$ cat src/rtl/i2c_mm_pkg.sv
package i2c_mm_pkg;
  typedef enum logic [1:0] {
    M_IDLE  = 2'd0,
    M_START = 2'd1,
    M_BIT   = 2'd2,
    M_STOP  = 2'd3
  } mst_state_e;
endpackage

$ cat src/rtl/i2c_qtick.sv
// Quarter-bit tick: one pulse every DIV cycles while run is high.
module i2c_qtick #(
  parameter int DIV = 4
) (
  input  logic clk,
  input  logic rst,
  input  logic run,
  output logic tick
);
  localparam int CW = (DIV > 1) ? $clog2(DIV) : 1;
  localparam logic [CW-1:0] LAST = CW'(DIV - 1);

  logic [CW-1:0] cnt;

  always_ff @(posedge clk) begin
    if (rst || !run) cnt <= '0;
    else if (cnt == LAST) cnt <= '0;
    else cnt <= cnt + 1'b1;
  end

  assign tick = run && (cnt == LAST);
endmodule

$ cat src/rtl/i2c_mst_fsm.sv
// Master sequencer: START, address byte, optional data byte, STOP.
// Reads SDA back in the SCL-high quarter and drops out on a mismatch.
module i2c_mst_fsm
  import i2c_mm_pkg::*;
#(
  parameter int AW = 7,
  localparam int BW = AW + 1
) (
  input  logic          clk,
  input  logic          rst,
  input  logic          tick,
  input  logic          cmd_start,
  input  logic [AW-1:0] cmd_addr,
  input  logic          cmd_rw,
  input  logic [BW-1:0] cmd_data,
  input  logic          bus_busy,
  input  logic          sda_s,
  output logic          active,
  output logic          scl_oe,
  output logic          sda_oe,
  output logic          arb_lost,
  output logic          done,
  output logic          ack_ok,
  output logic [BW-1:0] rx_byte
);
  localparam int BCW = $clog2(BW + 1);
  localparam logic [BCW-1:0] ACK_IDX = BCW'(BW);

  mst_state_e     st;
  logic [1:0]     q;
  logic [BCW-1:0] bitn;
  logic           byte_n;
  logic           rw_q;
  logic [BW-1:0]  tx;
  logic [BW-1:0]  data_q;

  logic data_slot, drv, checked, reading;

  always_comb begin
    data_slot = (bitn != ACK_IDX);
    drv       = data_slot ? tx[BW-1] : 1'b1;
    checked   = data_slot && (!byte_n || !rw_q);
    reading   = data_slot && byte_n && rw_q;
  end

  assign active = (st != M_IDLE);

  always_ff @(posedge clk) begin
    if (rst) begin
      st       <= M_IDLE;
      q        <= 2'd0;
      bitn     <= '0;
      byte_n   <= 1'b0;
      rw_q     <= 1'b0;
      tx       <= '1;
      data_q   <= '0;
      scl_oe   <= 1'b0;
      sda_oe   <= 1'b0;
      arb_lost <= 1'b0;
      done     <= 1'b0;
      ack_ok   <= 1'b0;
      rx_byte  <= '0;
    end else begin
      arb_lost <= 1'b0;
      done     <= 1'b0;
      unique case (st)
        M_IDLE: begin
          if (cmd_start && !bus_busy) begin
            st     <= M_START;
            q      <= 2'd0;
            sda_oe <= 1'b1;              // SDA falls while SCL high
            scl_oe <= 1'b0;
            tx     <= {cmd_addr, cmd_rw};
            data_q <= cmd_data;
            rw_q   <= cmd_rw;
            byte_n <= 1'b0;
            bitn   <= '0;
            ack_ok <= 1'b0;
          end
        end
        M_START: begin
          if (tick) begin
            if (q == 2'd1) begin
              st     <= M_BIT;
              q      <= 2'd0;
              scl_oe <= 1'b1;
            end else begin
              q <= q + 2'd1;
            end
          end
        end
        M_BIT: begin
          if (tick) begin
            unique case (q)
              2'd0: begin
                q      <= 2'd1;
                sda_oe <= !drv;
              end
              2'd1: begin
                q      <= 2'd2;
                scl_oe <= 1'b0;
              end
              2'd2: begin
                q <= 2'd3;
                if (reading) rx_byte <= {rx_byte[BW-2:0], sda_s};
                if (!data_slot && !byte_n) ack_ok <= !sda_s;
                if (checked && drv && !sda_s) begin
                  st       <= M_IDLE;
                  q        <= 2'd0;
                  scl_oe   <= 1'b0;
                  sda_oe   <= 1'b0;
                  arb_lost <= 1'b1;
                end
              end
              default: begin
                q      <= 2'd0;
                scl_oe <= 1'b1;
                if (!data_slot) begin
                  bitn <= '0;
                  if (!byte_n && ack_ok) begin
                    byte_n <= 1'b1;
                    tx     <= rw_q ? '1 : data_q;
                  end else begin
                    st <= M_STOP;
                  end
                end else begin
                  bitn <= bitn + 1'b1;
                  tx   <= {tx[BW-2:0], 1'b1};
                end
              end
            endcase
          end
        end
        default: begin // M_STOP
          if (tick) begin
            unique case (q)
              2'd0: begin q <= 2'd1; sda_oe <= 1'b1; end
              2'd1: begin q <= 2'd2; scl_oe <= 1'b0; end
              2'd2: begin q <= 2'd3; sda_oe <= 1'b0; end
              default: begin
                q    <= 2'd0;
                st   <= M_IDLE;
                done <= 1'b1;
              end
            endcase
          end
        end
      endcase
    end
  end
endmodule

$ cat src/rtl/i2c_bus_monitor.sv
// Always-on bus watcher: START/STOP tracking and address-only slave.
module i2c_bus_monitor #(
  parameter int AW = 7,
  localparam int BW = AW + 1
) (
  input  logic          clk,
  input  logic          rst,
  input  logic          scl_s,
  input  logic          sda_s,
  input  logic [AW-1:0] own_addr,
  input  logic          mst_active,
  output logic          bus_busy,
  output logic          ack_oe,
  output logic          addressed
);
  localparam int CNTW = $clog2(BW + 2);
  localparam logic [CNTW-1:0] ACK_CNT = CNTW'(BW);
  localparam logic [CNTW-1:0] END_CNT = CNTW'(BW + 1);

  logic            scl_p, sda_p;
  logic [CNTW-1:0] cnt;
  logic [BW-1:0]   sh;
  logic            start_c, stop_c, rise, fall;

  always_comb begin
    start_c = scl_s && scl_p && sda_p && !sda_s;
    stop_c  = scl_s && scl_p && !sda_p && sda_s;
    rise    = scl_s && !scl_p;
    fall    = !scl_s && scl_p;
  end

  always_ff @(posedge clk) begin
    if (rst) begin
      scl_p     <= 1'b1;
      sda_p     <= 1'b1;
      cnt       <= END_CNT;
      sh        <= '0;
      bus_busy  <= 1'b0;
      ack_oe    <= 1'b0;
      addressed <= 1'b0;
    end else begin
      scl_p     <= scl_s;
      sda_p     <= sda_s;
      addressed <= 1'b0;
      if (start_c) begin
        bus_busy <= 1'b1;
        cnt      <= '0;
        ack_oe   <= 1'b0;
      end else if (stop_c) begin
        bus_busy <= 1'b0;
        cnt      <= END_CNT;
        ack_oe   <= 1'b0;
      end else begin
        if (rise && cnt < ACK_CNT) sh <= {sh[BW-2:0], sda_s};
        if (rise && cnt <= ACK_CNT) cnt <= cnt + 1'b1;
        if (fall && cnt == ACK_CNT && sh[BW-1:1] == own_addr && !mst_active) begin
          ack_oe    <= 1'b1;
          addressed <= 1'b1;
        end
        if (fall && cnt == END_CNT) ack_oe <= 1'b0;
      end
    end
  end
endmodule

$ cat src/rtl/i2c_mm_node.sv
module i2c_mm_node #(
  parameter int AW = 7,
  parameter int DIV = 4,
  localparam int BW = AW + 1
) (
  input  logic          clk,
  input  logic          rst,
  input  logic [AW-1:0] own_addr,
  input  logic          cmd_start,
  input  logic [AW-1:0] cmd_addr,
  input  logic          cmd_rw,
  input  logic [BW-1:0] cmd_data,
  input  logic          scl_in,
  input  logic          sda_in,
  output logic          scl_oe,
  output logic          sda_oe,
  output logic          busy,
  output logic          arb_lost,
  output logic          addressed,
  output logic          done,
  output logic          ack_ok,
  output logic [BW-1:0] rx_byte
);
  logic scl_s, sda_s;
  logic tick, mst_active, mst_sda_oe, slv_ack_oe;

  always_ff @(posedge clk) begin
    if (rst) begin
      scl_s <= 1'b1;
      sda_s <= 1'b1;
    end else begin
      scl_s <= scl_in;
      sda_s <= sda_in;
    end
  end

  i2c_qtick #(.DIV(DIV)) u_tick (
    .clk (clk),
    .rst (rst),
    .run (mst_active),
    .tick(tick)
  );

  i2c_mst_fsm #(.AW(AW)) u_mst (
    .clk      (clk),
    .rst      (rst),
    .tick     (tick),
    .cmd_start(cmd_start),
    .cmd_addr (cmd_addr),
    .cmd_rw   (cmd_rw),
    .cmd_data (cmd_data),
    .bus_busy (busy),
    .sda_s    (sda_s),
    .active   (mst_active),
    .scl_oe   (scl_oe),
    .sda_oe   (mst_sda_oe),
    .arb_lost (arb_lost),
    .done     (done),
    .ack_ok   (ack_ok),
    .rx_byte  (rx_byte)
  );

  i2c_bus_monitor #(.AW(AW)) u_mon (
    .clk       (clk),
    .rst       (rst),
    .scl_s     (scl_s),
    .sda_s     (sda_s),
    .own_addr  (own_addr),
    .mst_active(mst_active),
    .bus_busy  (busy),
    .ack_oe    (slv_ack_oe),
    .addressed (addressed)
  );

  assign sda_oe = mst_sda_oe | slv_ack_oe;
endmodule

$ cat config.mk
export PLATFORM = sky130hd
export DESIGN_NAME = i2c_mm_node
export DESIGN_NICKNAME = d
export VERILOG_FILES = /design/src/rtl/i2c_mm_pkg.sv /design/src/rtl/i2c_qtick.sv /design/src/rtl/i2c_mst_fsm.sv /design/src/rtl/i2c_bus_monitor.sv /design/src/rtl/i2c_mm_node.sv
export SDC_FILE = /design/constraint.sdc
export NUM_CORES = 1
export LEC_CHECK = 0
export ABC_AREA = 0
export BUFFER_PORTS_ARGS = -buffer_cell sky130_fd_sc_hd__buf_2
export CORE_ASPECT_RATIO = 1.5
export CORE_MARGIN = 10
export CORE_UTILIZATION = 50
export DETAILED_ROUTE_END_ITERATION = 6
export MAX_ROUTING_LAYER = met4
export PLACE_DENSITY = 0.7
export SYNTH_ARGS = -nofsm -noshare
export SYNTH_HDL_FRONTEND = slang
export SYNTH_HIERARCHICAL = 1
export SYNTH_SLANG_ARGS = --single-unit
$ cat constraint.sdc
create_clock -name clk -period 2.62 [get_ports clk]
set_clock_uncertainty 0.15 [all_clocks]
set_input_delay 0.393 -clock clk [delete_from_list [all_inputs] [get_ports clk]]
set_output_delay 0.393 -clock clk [all_outputs]
set_load 0.02 [all_outputs]
Word level (Yosys, flattened, before mapping) --
Index checks and enable logic that the tools add are counted. Widths: inputs -> output; s select.
Storage, ports and cells: flip-flop bits (word level) 60, input port bits 28, output and inout bits 15, word-level logic and storage cells 189
Operators by class: add/sub/neg operators 4, $lt $le $gt $ge 2, eq/ne operators 26, mux-type cells 65, bitwise logic cells 7, reduce and logical (&&, ||, !) cells 61
Operator list (count):
- $mux 8 | 6
- $mux 2 | 15
- $mux 4 | 7
- $pmux 2 s3 | 4
- $mux 1 | 23
- $logic_and 1x1->1 | 22
- $pmux 8 s2 | 1
- $ne 2x2->1 const B | 6
- $reduce_and 4->1 | 3
- $logic_not 1->1 | 10
- $ne 2x1->1 const B | 5
- $reduce_and 10->1 | 1
- $reduce_and 5->1 | 2
- $pmux 1 s3 | 3
- $reduce_bool 3->1 | 3
- $add 4x1->4 const B | 2
- $eq 4x4->1 const B | 2
- $pmux 1 s2 | 4
- $pmux 4 s2 | 1
- $reduce_and 8->1 | 1
- $reduce_bool 2->1 | 4
- $reduce_or 4->1 | 2
- $eq 7x7->1 | 1
- $reduce_and 7->1 | 1
- other kinds (21) | 36

Longest topological paths before layout --
Gate-level depths: netlist of run 1.
word-level depth 9, mapped depth 10, gate-level depth less buffers 9

Cells and area by module --
The synthesis of run 1 kept the hierarchy.
By module, submodules not included:
- i2c_mst_fsm | times used 1, cells an instance 237, area an instance 2059.5 µm², seq. area each 780.7 µm²
- i2c_bus_monitor | times used 1, cells an instance 92, area an instance 842.1 µm², seq. area each 340.3 µm²
- i2c_qtick | times used 1, cells an instance 6, area an instance 86.3 µm², seq. area each 40.0 µm²
- i2c_mm_node | times used 1, cells an instance 5, area an instance 58.8 µm², seq. area each 40.0 µm²

Least setup slack after synthesis of run 1 --
Ideal clock, no wire load.
kind register to register, start point reg u_mst.st[1], end point reg u_mst.tx[1], library setup time 0.124 ns, arrival 1.961 ns, required time 2.346 ns, slack 0.385 ns, cell stages (with the launch flop) 11, path buffers 1, period minus slack after synthesis 2.235 ns, cell sequence dfxtp_1 > inv_1 > ha_1 > buf_6 > inv_1 > and2_1 > a21boi_0 > a211o_4 > a21o_1 > nor2_2 > a2bb2oi_1
On the way: word-level cells in the longest chain between the ends 4, elaborated cells on any way between the ends 11, those cells by class 5 x eq/ne; 1 x mux; 5 x reduce/logical
RTL lines:
- start, declared | RTL line i2c_mst_fsm.sv:29 | mst_state_e st;
- start signal, assigned | RTL line i2c_mst_fsm.sv:50 | st <= M_IDLE;
- start signal, assigned | RTL line i2c_mst_fsm.sv:69 | st <= M_START;
- start signal, assigned | RTL line i2c_mst_fsm.sv:84 | st <= M_BIT;
- $reduce_bool 2->1 | RTL line i2c_mst_fsm.sv:46 | assign active = (st != M_IDLE);
- via mst_active | RTL line i2c_mm_node.sv:25 | logic tick, mst_active, mst_sda_oe, slv_ack_oe;
- $logic_and 1x1->1 | RTL line i2c_qtick.sv:21 | assign tick = run && (cnt == LAST);
- via tick | RTL line i2c_mm_node.sv:25
- $ne 2x2->1 (no source line)
- $reduce_and 5->1 (no source line)
- end signal, assigned | RTL line i2c_mst_fsm.sv:73 | tx <= {cmd_addr, cmd_rw};
- end signal, assigned | RTL line i2c_mst_fsm.sv:122 | tx <= rw_q ? '1 : data_q;
- end signal, assigned | RTL line i2c_mst_fsm.sv:128 | tx <= {tx[BW-2:0], 1'b1};
- end, declared | RTL line i2c_mst_fsm.sv:34 | logic [BW-1:0] tx;
The timed path passes the listed nets, and every way through them passes these cells. A chain may end at the register's enable or synchronous reset.

Worst setup path in the final report of run 1 --
start point reg u_mst.st[1], end point reg u_mst.tx[2]
Same word-level chain as after synthesis.

==> results of run 1 <==
[power breakdown]
group | internal [uW] | total [uW] | leakage [uW] | switching (uW)
clock | 462 | 823 | 0.0000983 | 361
combinational | 482 | 1120 | 0.000953 | 639
sequential | 1020 | 1120 | 0.000489 | 97.2
[logic make-up (layout without fill, tap and decap cells)]
kind of cell,count (synthesis),count (layout),share of synthesized area [%]
XOR/XNOR,8,8,2.30
buffers and inverters,33,84,5.13
flip-flops,60,60,39.4
multiplexers,22,22,7.27
AND/OR/NAND/NOR,124,124,22.0
AO/OA/AOI/OAI,78,78,17.7
adder cells (fa/ha/maj),15,15,6.16
[flip-flops by register name, summed over array words and instances, names as in the netlist, 2 cells and up]
register	count
u_mst/bitn	4
u_mst/q	2
u_tick/cnt	2
u_mst/data_q	8
u_mon/sh	8
u_mst/st	2
u_mon/cnt	4
u_mst/rx_byte	8
u_mst/tx	8
[path summary, 6_finish.rpt]
| kind | to | slack (ns) | start | cells after the start |
|---|---|---|---|---|
| setup reg to reg | u_mst/tx[2] | 0.31 | u_mst/st[1] | 9 |
| hold reg to reg | u_tick/cnt[0] | 0.30 | u_tick/cnt[0] | 1 |
| hold / removal | scl_s | 0.08 | scl_in | 2 |
| setup / recovery | u_mst/tx[2] | 0.31 | u_mst/st[1] | 9 |
[cell usage in the layout (no fill, tap or decap), types with 2 or more instances in the layout]
master	count
dfxtp_1	60
buf_2	42
nor2_1	38
a21oi_1	28
mux2i_1	21
nand2_1	20
nor3_1	20
inv_1	17
ha_1	15
clkbuf_8	10
nand3_1	9
buf_4	8
xor2_1	8
o21ai_1	8
a2bb2oi_1	7
nand2b_1	6
o21ai_0	6
or2_1	5
a31oi_1	4
nand3b_1	3
o31ai_1	3
clkinvlp_4	2
clkinv_2	2
or3_1	2
nor4b_2	2
nor3b_1	2
a221oi_1	2
a21o_1	2
a311oi_1	2
nor2_2	2
or4_1	2
[routing by layer]
layer  up-vias  global-route usage, %  part of all wire, %
met3        16                   3.23                  4.7
met4         0                   9.29                  2.8
met2        67                   26.8                   51
met5         -                      -                    0
li1       1297                      -                    -
met1      1189                   15.4                   41
[critical path: cells and delay by family (launching register included)]
kind	cells	cell delay (ns)
flip-flops	1	0.44
AO/OA/AOI/OAI	4	0.77
AND/OR/NAND/NOR	2	0.46
adder cells (fa/ha/maj)	1	0.20
buffers and inverters	2	0.16
[area by class of cell]
cell class                      instances  area share [%]
Clock buffer                           10            3.91
Clock inverter                          6            1.81
Inverter                               18            1.92
Multi-Input combinational cell        247            48.0
Sequential cell                        60            34.1
Tap cell                               72            2.56
Timing Repair Buffer                   50            7.68
[stage by stage]
| stage | cell area (sq um) | std cells | hold slack [ns] |
|---|---|---|---|
| finish | 3520 | 463 | 0.0821 |
| floorplan | 3050 | 340 | 0.270 |
| detailed placement | 3320 | 447 | 0.297 |
| global route | 3520 | 463 | 0.0706 |
| CTS | 3520 | 463 | 0.0640 |
| global placement | 3320 | 447 | 0.286 |
==> impl_metrics.ini, run 1 <==
[critical_path]
crit_fanout = 9
critical_path_required_ns = 2.69
critPathMostFrequentCell = inv_1
critPathKind = reg -> reg
path_cells = inv_1 -> ha_1 -> inv_1 -> and2_1 -> a21boi_0 -> a211o_4 -> a21o_1 -> nor2_2 -> a2bb2oi_1
endpoint_kind = flip-flop
cp_data_arrival_time_ns = 2.38
cp_slowest_stage_delay_ns = 0.44
slowest_stage = dfxtp_1
start_kind = flip-flop

[global_routing]
grt_pass1_wl_um = 11800
grt_pass1_vias = 2549
grt_use_total_pct = 15.3
antenna_found_initial = 0
grt_overflow_total = 0
grt_max_degree = 19

[synth]
netlist_top_cells_area = dfxtp_1, mux2i_1, ha_1
synth.top_cell.area_share_pct = 39.4
synthCells = 340
syn_area_per_cell_sq_um = 8.96
syn-num-nets = 383
ys_ff_latch = 60
synthFlopType = dfxtp_1
yosys.area.top_type = dfxtp_1
yosys-top-cells-count = dfxtp_1, nor2_1, a21oi_1
synth.most_common_cell = dfxtp_1
yosysSeqAreaShare_pct = 39.4
yosys_warnings = 6
synth_edf_count = 0
netlist_area_sq_um = 3050
ys_async_sr_fraction_pct = 0
yosysUniqueCellTypes = 62

[layout]
drive_gt1_share_pct = 21.7
multi_input_comb_area_sq_um = 1690
fillers = 540
regArea_sq_um = 1200
final_util_pct = 60.0
synthToLayoutAreaGrowth_pct = 15.5
layout.nets = 429
antenna_cells = 0

[clock_tree]
numCtsBuffers = 9
cts-resized-gates = 0
clkTransAtPathRegs_ns = 0.07
clkSinkCount = 60
tritoncts = yes
clk_path_buf_depth = 2
clk-insertion-delay-late_ns = 0.34
cts_htree_levels = 3
ctsRootBufferMaster = clkbuf_8
cts_setup_buffers = 0
postCtsHoldBufs = 0

[detailed_routing]
drcViolationCount = 0
routed_wl_um = 7070
ant_nets = 0
drt-initial-drc-count = 98
drt_first_pass_iters = 4
viasPerCell = 5.55
dr_total_vias = 2569
avgRoutedWirePerCell_um = 15.3

[timing]
tns_ns = 0
slew_violations = 0
relSlewSlack_pct = 64.9
final.min_clock_period_ns = 2.31
final-setup-viol-count = 0
max_freq_mhz = 433
tightest_slew_ns = 0.526
rsz0062_at_grt = false
setup_ws_ns = 0.311
finalHoldViolCount = 0
period_share_pct = 88.1

[placed_design]
place_ws_ns = 0.353
dp_hpwl_um = 5430
port_buffers = 42
routabilityCongestion = 0.885

[pwr]
ir_worst_vdd_mv = 0.650
power_uw = 3060
cellLeakagePower_uw = 0.00154
p_per_area_nw_per_um2 = 870

[floorplan]
dieWidth_um = 83.7
core_region_area_sq_um = 5870
io_pins = 43
die-area_sq_um = 9680
start_util_pct = 51.9
die_y_um = 116
rows = 34

[outcome]
status = complete, no violations

[hold_path]
hold_class = in -> reg

[job]
drv_cap = 0
(Power assumes the default switching activity.)
==> run 2, diff against run 1 <==
--- a/config.mk
+++ b/config.mk
@@ -12,7 +12,7 @@
 export CORE_UTILIZATION = 50
 export DETAILED_ROUTE_END_ITERATION = 6
 export MAX_ROUTING_LAYER = met4
-export PLACE_DENSITY = 0.7
+export PLACE_DENSITY = 0.71
 export SYNTH_ARGS = -nofsm -noshare
 export SYNTH_HDL_FRONTEND = slang
 export SYNTH_HIERARCHICAL = 1
==> run 2 against run 1 <==
  * Critical path depth is the same
  * Register-to-register slack lost 0.12 ns
  * Via count shrank 0.54%
  * Routed wire length shrank 0.85%
  * First-iteration DRC count grew 35%
  * Power grew 2.4%
  * Sequential share of layout area shrank 0.073 points
  * Sequential power is essentially flat
  * Flip-flop and latch count is the same
  * Die area is the same
  * Global-route usage grew 0.20 points
  * Largest cell class unchanged
==> impl_metrics.ini, run 2 (synthesis results as in run 1) <==
[placed_design]
dp_hpwl_um = 5350
port_buffers = 42
routabilityCongestion = 0.861
place_area_sq_um = 3310
placedCellCount = 446

[pwr]
ir_worst_vdd_mv = 0.463
p_per_area_nw_per_um2 = 889
p_clk_share_pct = 28.5
power_uw = 3140
intPower_uw = 2060
combPwrFrac_pct = 35.8
cellLeakagePower_uw = 0.00155
seqPwrFrac_pct = 35.7
switching_power_uw = 1080
swShare_pct = 34.3

[layout]
layout.nets = 428
synthToLayoutAreaGrowth_pct = 15.8
drive_gt1_share_pct = 21.3
layout_commonest_cell = dfxtp_1
antenna_cells = 0
final_util_pct = 60.1
fillers = 541
multi_input_comb_area_sq_um = 1690
stdcell_count = 462
layout_common_cells = dfxtp_1, buf_2, nor2_1
final_area_sq_um = 3530
regArea_sq_um = 1200

[critical_path]
critical_path_required_ns = 2.68
path_cells = inv_1 -> ha_1 -> inv_1 -> and2_1 -> a21boi_0 -> a211o_4 -> a21o_1 -> nor2_2 -> a2bb2oi_1
critPathKind = reg -> reg
endpoint_kind = flip-flop
cp_data_arrival_time_ns = 2.49
critPathMostFrequentCell = inv_1
cp_slowest_stage_delay_ns = 0.45
crit_fanout = 9
slowest_stage = dfxtp_1
start_kind = flip-flop

[clock_tree]
numCtsBuffers = 9
clk-insertion-delay-late_ns = 0.33
postCtsHoldBufs = 0
cts_setup_buffers = 0
cts-resized-gates = 0
clkSinkCount = 60
tritoncts = yes
clkTransAtPathRegs_ns = 0.06
ctsRootBufferMaster = clkbuf_8
cts_htree_levels = 3
clk_path_buf_depth = 2

[floorplan]
rows = 34
io_pins = 43
die-area_sq_um = 9680
die_y_um = 116
start_util_pct = 51.9
core_region_area_sq_um = 5870
dieWidth_um = 83.7

[detailed_routing]
drt-initial-drc-count = 132
routed_wl_um = 7010
top_layer_used = met4
wl_met3_um = 321
drcViolationCount = 0
route.met2.wl_um = 3640
viasPerCell = 5.53
ant_nets = 0
dr_total_vias = 2555
avgRoutedWirePerCell_um = 15.2
wl_met1_um = 2910
drt_first_pass_iters = 4

[global_routing]
grt_pass1_wl_um = 12100
grt_use_total_pct = 15.5
grt_max_degree = 30
grt_overflow_total = 0
grt_pass1_vias = 2668
antenna_found_initial = 0

[timing]
relSlewSlack_pct = 60.8
final-setup-viol-count = 0
max_freq_mhz = 411
finalHoldViolCount = 0
final.min_clock_period_ns = 2.43
tns_ns = 0
period_share_pct = 92.8
rsz0062_at_grt = false
slew_violations = 0
tightest_slew_ns = 0.589

[outcome]
status = complete, no violations

[job]
drv_cap = 0

[hold_path]
hold_class = in -> reg
==> run 2: worst max-delay path, delay by kind of cell, from the launching register on <==
family / cells / cell delay, ns
simple gates: 2 / 0.47
fa+ha+maj: 1 / 0.23
compound gates: 4 / 0.81
buf+inv: 2 / 0.18
flops: 1 / 0.45
==> run 2: path summary, 6_finish.rpt <==
kind / start / endpoint / slack (ns) / depth (start not counted)
setup / recovery: u_mst/st[1] / u_mst/tx[1] / 0.19 / 9
hold / removal: scl_in / scl_s / 0.1 / 2
setup reg to reg: u_mst/st[1] / u_mst/tx[1] / 0.19 / 9
hold reg to reg: u_mon/ack_oe / u_mon/ack_oe / 0.32 / 2
==> run 2: layout make-up <==
| type | count | area share [%] |
|---|---|---|
| inverter | 18 | 1.92 |
| clock inverter | 5 | 2.13 |
| clock buffer | 11 | 4.01 |
| tap | 72 | 2.55 |
| multi-input combinational | 247 | 47.9 |
| sequential | 60 | 34.1 |
| timing repair buffer | 49 | 7.45 |
==> run 2: metrics by stage <==
step,hold slack [ns],worst slack (ns)
after floorplan,0.270,0.385
after global placement,0.285,0.310
after detailed placement,0.309,0.246
after CTS,0.0847,0.228
after global routing,0.106,0.0273
final,0.0988,0.188
==> run 2: layer usage <==
metal | up-vias | track usage, %
met5 | - | -
met4 | 0 | 7.50
met3 | 15 | 4.49
met2 | 57 | 27.8
met1 | 1186 | 15.1
li1 | 1297 | -
==> run 2: power by group through the flow <==
stage / Combinational (uW) / Sequential (uW) / Clock [uW]
2_1_floorplan: 887 / 1100 / 0
3_3_place_gp: 1080 / 1130 / 0
3_5_place_dp: 1110 / 1140 / 0
4_1_cts: 1120 / 1120 / 915
5_1_grt: 1250 / 1130 / 957
6_report: 1120 / 1120 / 893
==> run 3, diff against run 2 <==
--- a/config.mk
+++ b/config.mk
@@ -7,7 +7,6 @@
 export LEC_CHECK = 0
 export ABC_AREA = 0
 export BUFFER_PORTS_ARGS = -buffer_cell sky130_fd_sc_hd__buf_2
-export CORE_ASPECT_RATIO = 1.5
 export CORE_MARGIN = 10
 export CORE_UTILIZATION = 50
 export DETAILED_ROUTE_END_ITERATION = 6
==> run 3 against run 2 <==
  * Sequential power barely moved
  * First-iteration DRC count increased by 33%
  * Global-route usage down 0.60 points
  * Clock power increased by 2.6%
  * Critical path depth shrank 2
  * Highest routed layer unchanged
  * Power increased by 0.90%
  * Combinational power barely moved
==> impl_metrics.ini, run 3 (synthesis results as in run 1) <==
[detailed_routing]
viasPerCell = 5.55
routed_wl_um = 7100
ant_nets = 0
drt_first_pass_iters = 4
dr_total_vias = 2591
drcViolationCount = 0
avgRoutedWirePerCell_um = 15.2
drt-initial-drc-count = 175

[critical_path]
r2r-start = u_mst/st[0]
endpoint_kind = flip-flop
start_kind = flip-flop
critPathKind = reg -> reg
critical_path_required_ns = 2.74
r2r_slack_ns = 0.27
r2r.worst_path.cells = 7
rr_endpoint = u_mst/q[1]
cp_data_arrival_time_ns = 2.47
cp-endpoint = u_mst/q[1]
crit_fanout = 16
startpoint = u_mst/st[0]

[floorplan]
die-area_sq_um = 9620
start_util_pct = 51.5
dieWidth_um = 98.1
core_region_area_sq_um = 5920
die_y_um = 98.1
io_pins = 43
rows = 28

[placed_design]
routabilityCongestion = 0.890
port_buffers = 42
dp_hpwl_um = 5070

[clock_tree]
ctsRootBufferMaster = clkbuf_8
cts_htree_levels = 3
cts_setup_buffers = 0
cts-resized-gates = 0
clkTransAtPathRegs_ns = 0.07
numCtsBuffers = 9
clk_path_buf_depth = 2
clk-insertion-delay-late_ns = 0.34
postCtsHoldBufs = 0
clkSinkCount = 60
tritoncts = yes

[layout]
final_util_pct = 59.9
drive_gt1_share_pct = 21.7
regArea_sq_um = 1200
antenna_cells = 0
layout_common_cells = dfxtp_1, buf_2, nor2_1
multi_input_comb_area_sq_um = 1690
layout_commonest_cell = dfxtp_1
synthToLayoutAreaGrowth_pct = 16.4
fillers = 547
layout.nets = 430

[timing]
period_share_pct = 89.5
final.min_clock_period_ns = 2.35
tns_ns = 0
relSlewSlack_pct = 61.5
tightest_slew_ns = 0.578
finalHoldViolCount = 0
max_freq_mhz = 426
rsz0062_at_grt = false
slew_violations = 0
final-setup-viol-count = 0

[global_routing]
grt_overflow_total = 0
grt_pass1_vias = 2497
antenna_found_initial = 0
grt_max_degree = 33
grt_use_total_pct = 14.9
grt_pass1_wl_um = 11800

[outcome]
status = complete, no violations

[pwr]
cellLeakagePower_uw = 0.00156
ir_worst_vdd_mv = 0.442
p_per_area_nw_per_um2 = 893

[job]
drv_cap = 0

[hold_path]
hold_class = in -> reg
[run 3: changes by cell type in the layout (fill, tap and decap cells not counted), sizes merged]
cell | previous run | this run
buf | 49 | 51
[run 3: how the worst min path moves through the flow]
stage                  start            end  slack (ns)  cells after the start
2_1_floorplan  u_tick/cnt[0]  u_tick/cnt[0]        0.27                      1
3_3_place_gp   u_tick/cnt[0]  u_tick/cnt[0]        0.28                      1
3_5_place_dp   u_tick/cnt[0]  u_tick/cnt[0]        0.29                      1
4_1_cts               scl_in          scl_s        0.07                      2
5_1_grt               scl_in          scl_s        0.08                      2
6_report              scl_in          scl_s        0.08                      2
[run 3: worst max-delay path, cell delays in order (launching register included)]
cell,delay [ns]
dfxtp_1,0.34
inv_1,0.14
ha_1,0.55
inv_2,0.17
a311oi_2,0.38
o21ai_1,0.11
a221o_1,0.33
a21oi_1,0.11
[run 3: layer usage]
metal	track usage [%]	vias up	part of all wire (%)
li1	-	1293	-
met4	7.05	0	1.5
met1	17.9	1211	47
met3	3.24	11	4.7
met5	-	-	0
met2	23.2	76	47
[run 3: report_power, final]
group,internal (uW),switching (uW),total [uW]
Combinational,499,636,1140
Sequential,1020,92.6,1110
Clock,557,359,916
Total,2080,1090,3170
[run 3: final cells by class]
type	count	area share, %
multi-input cells	247	47.6
flip-flops and latches	60	33.9
repair buffers	51	7.83
clock buffers	11	3.99
well taps	75	2.65
clock inverters	5	2.12
inverters	18	1.91
[run 3: metrics by stage]
stage	worst slack [ns]	hold WS (ns)	cells	cell area (sq um)	total power, uW
after floorplan	0.385	0.270	340	3050	1990
after global placement	0.384	0.284	451	3330	2230
after detailed placement	0.305	0.293	451	3330	2250
after CTS	0.294	0.0721	467	3550	3180
after global routing	0.0805	0.0830	467	3550	3370
final	0.274	0.0847	467	3550	3170
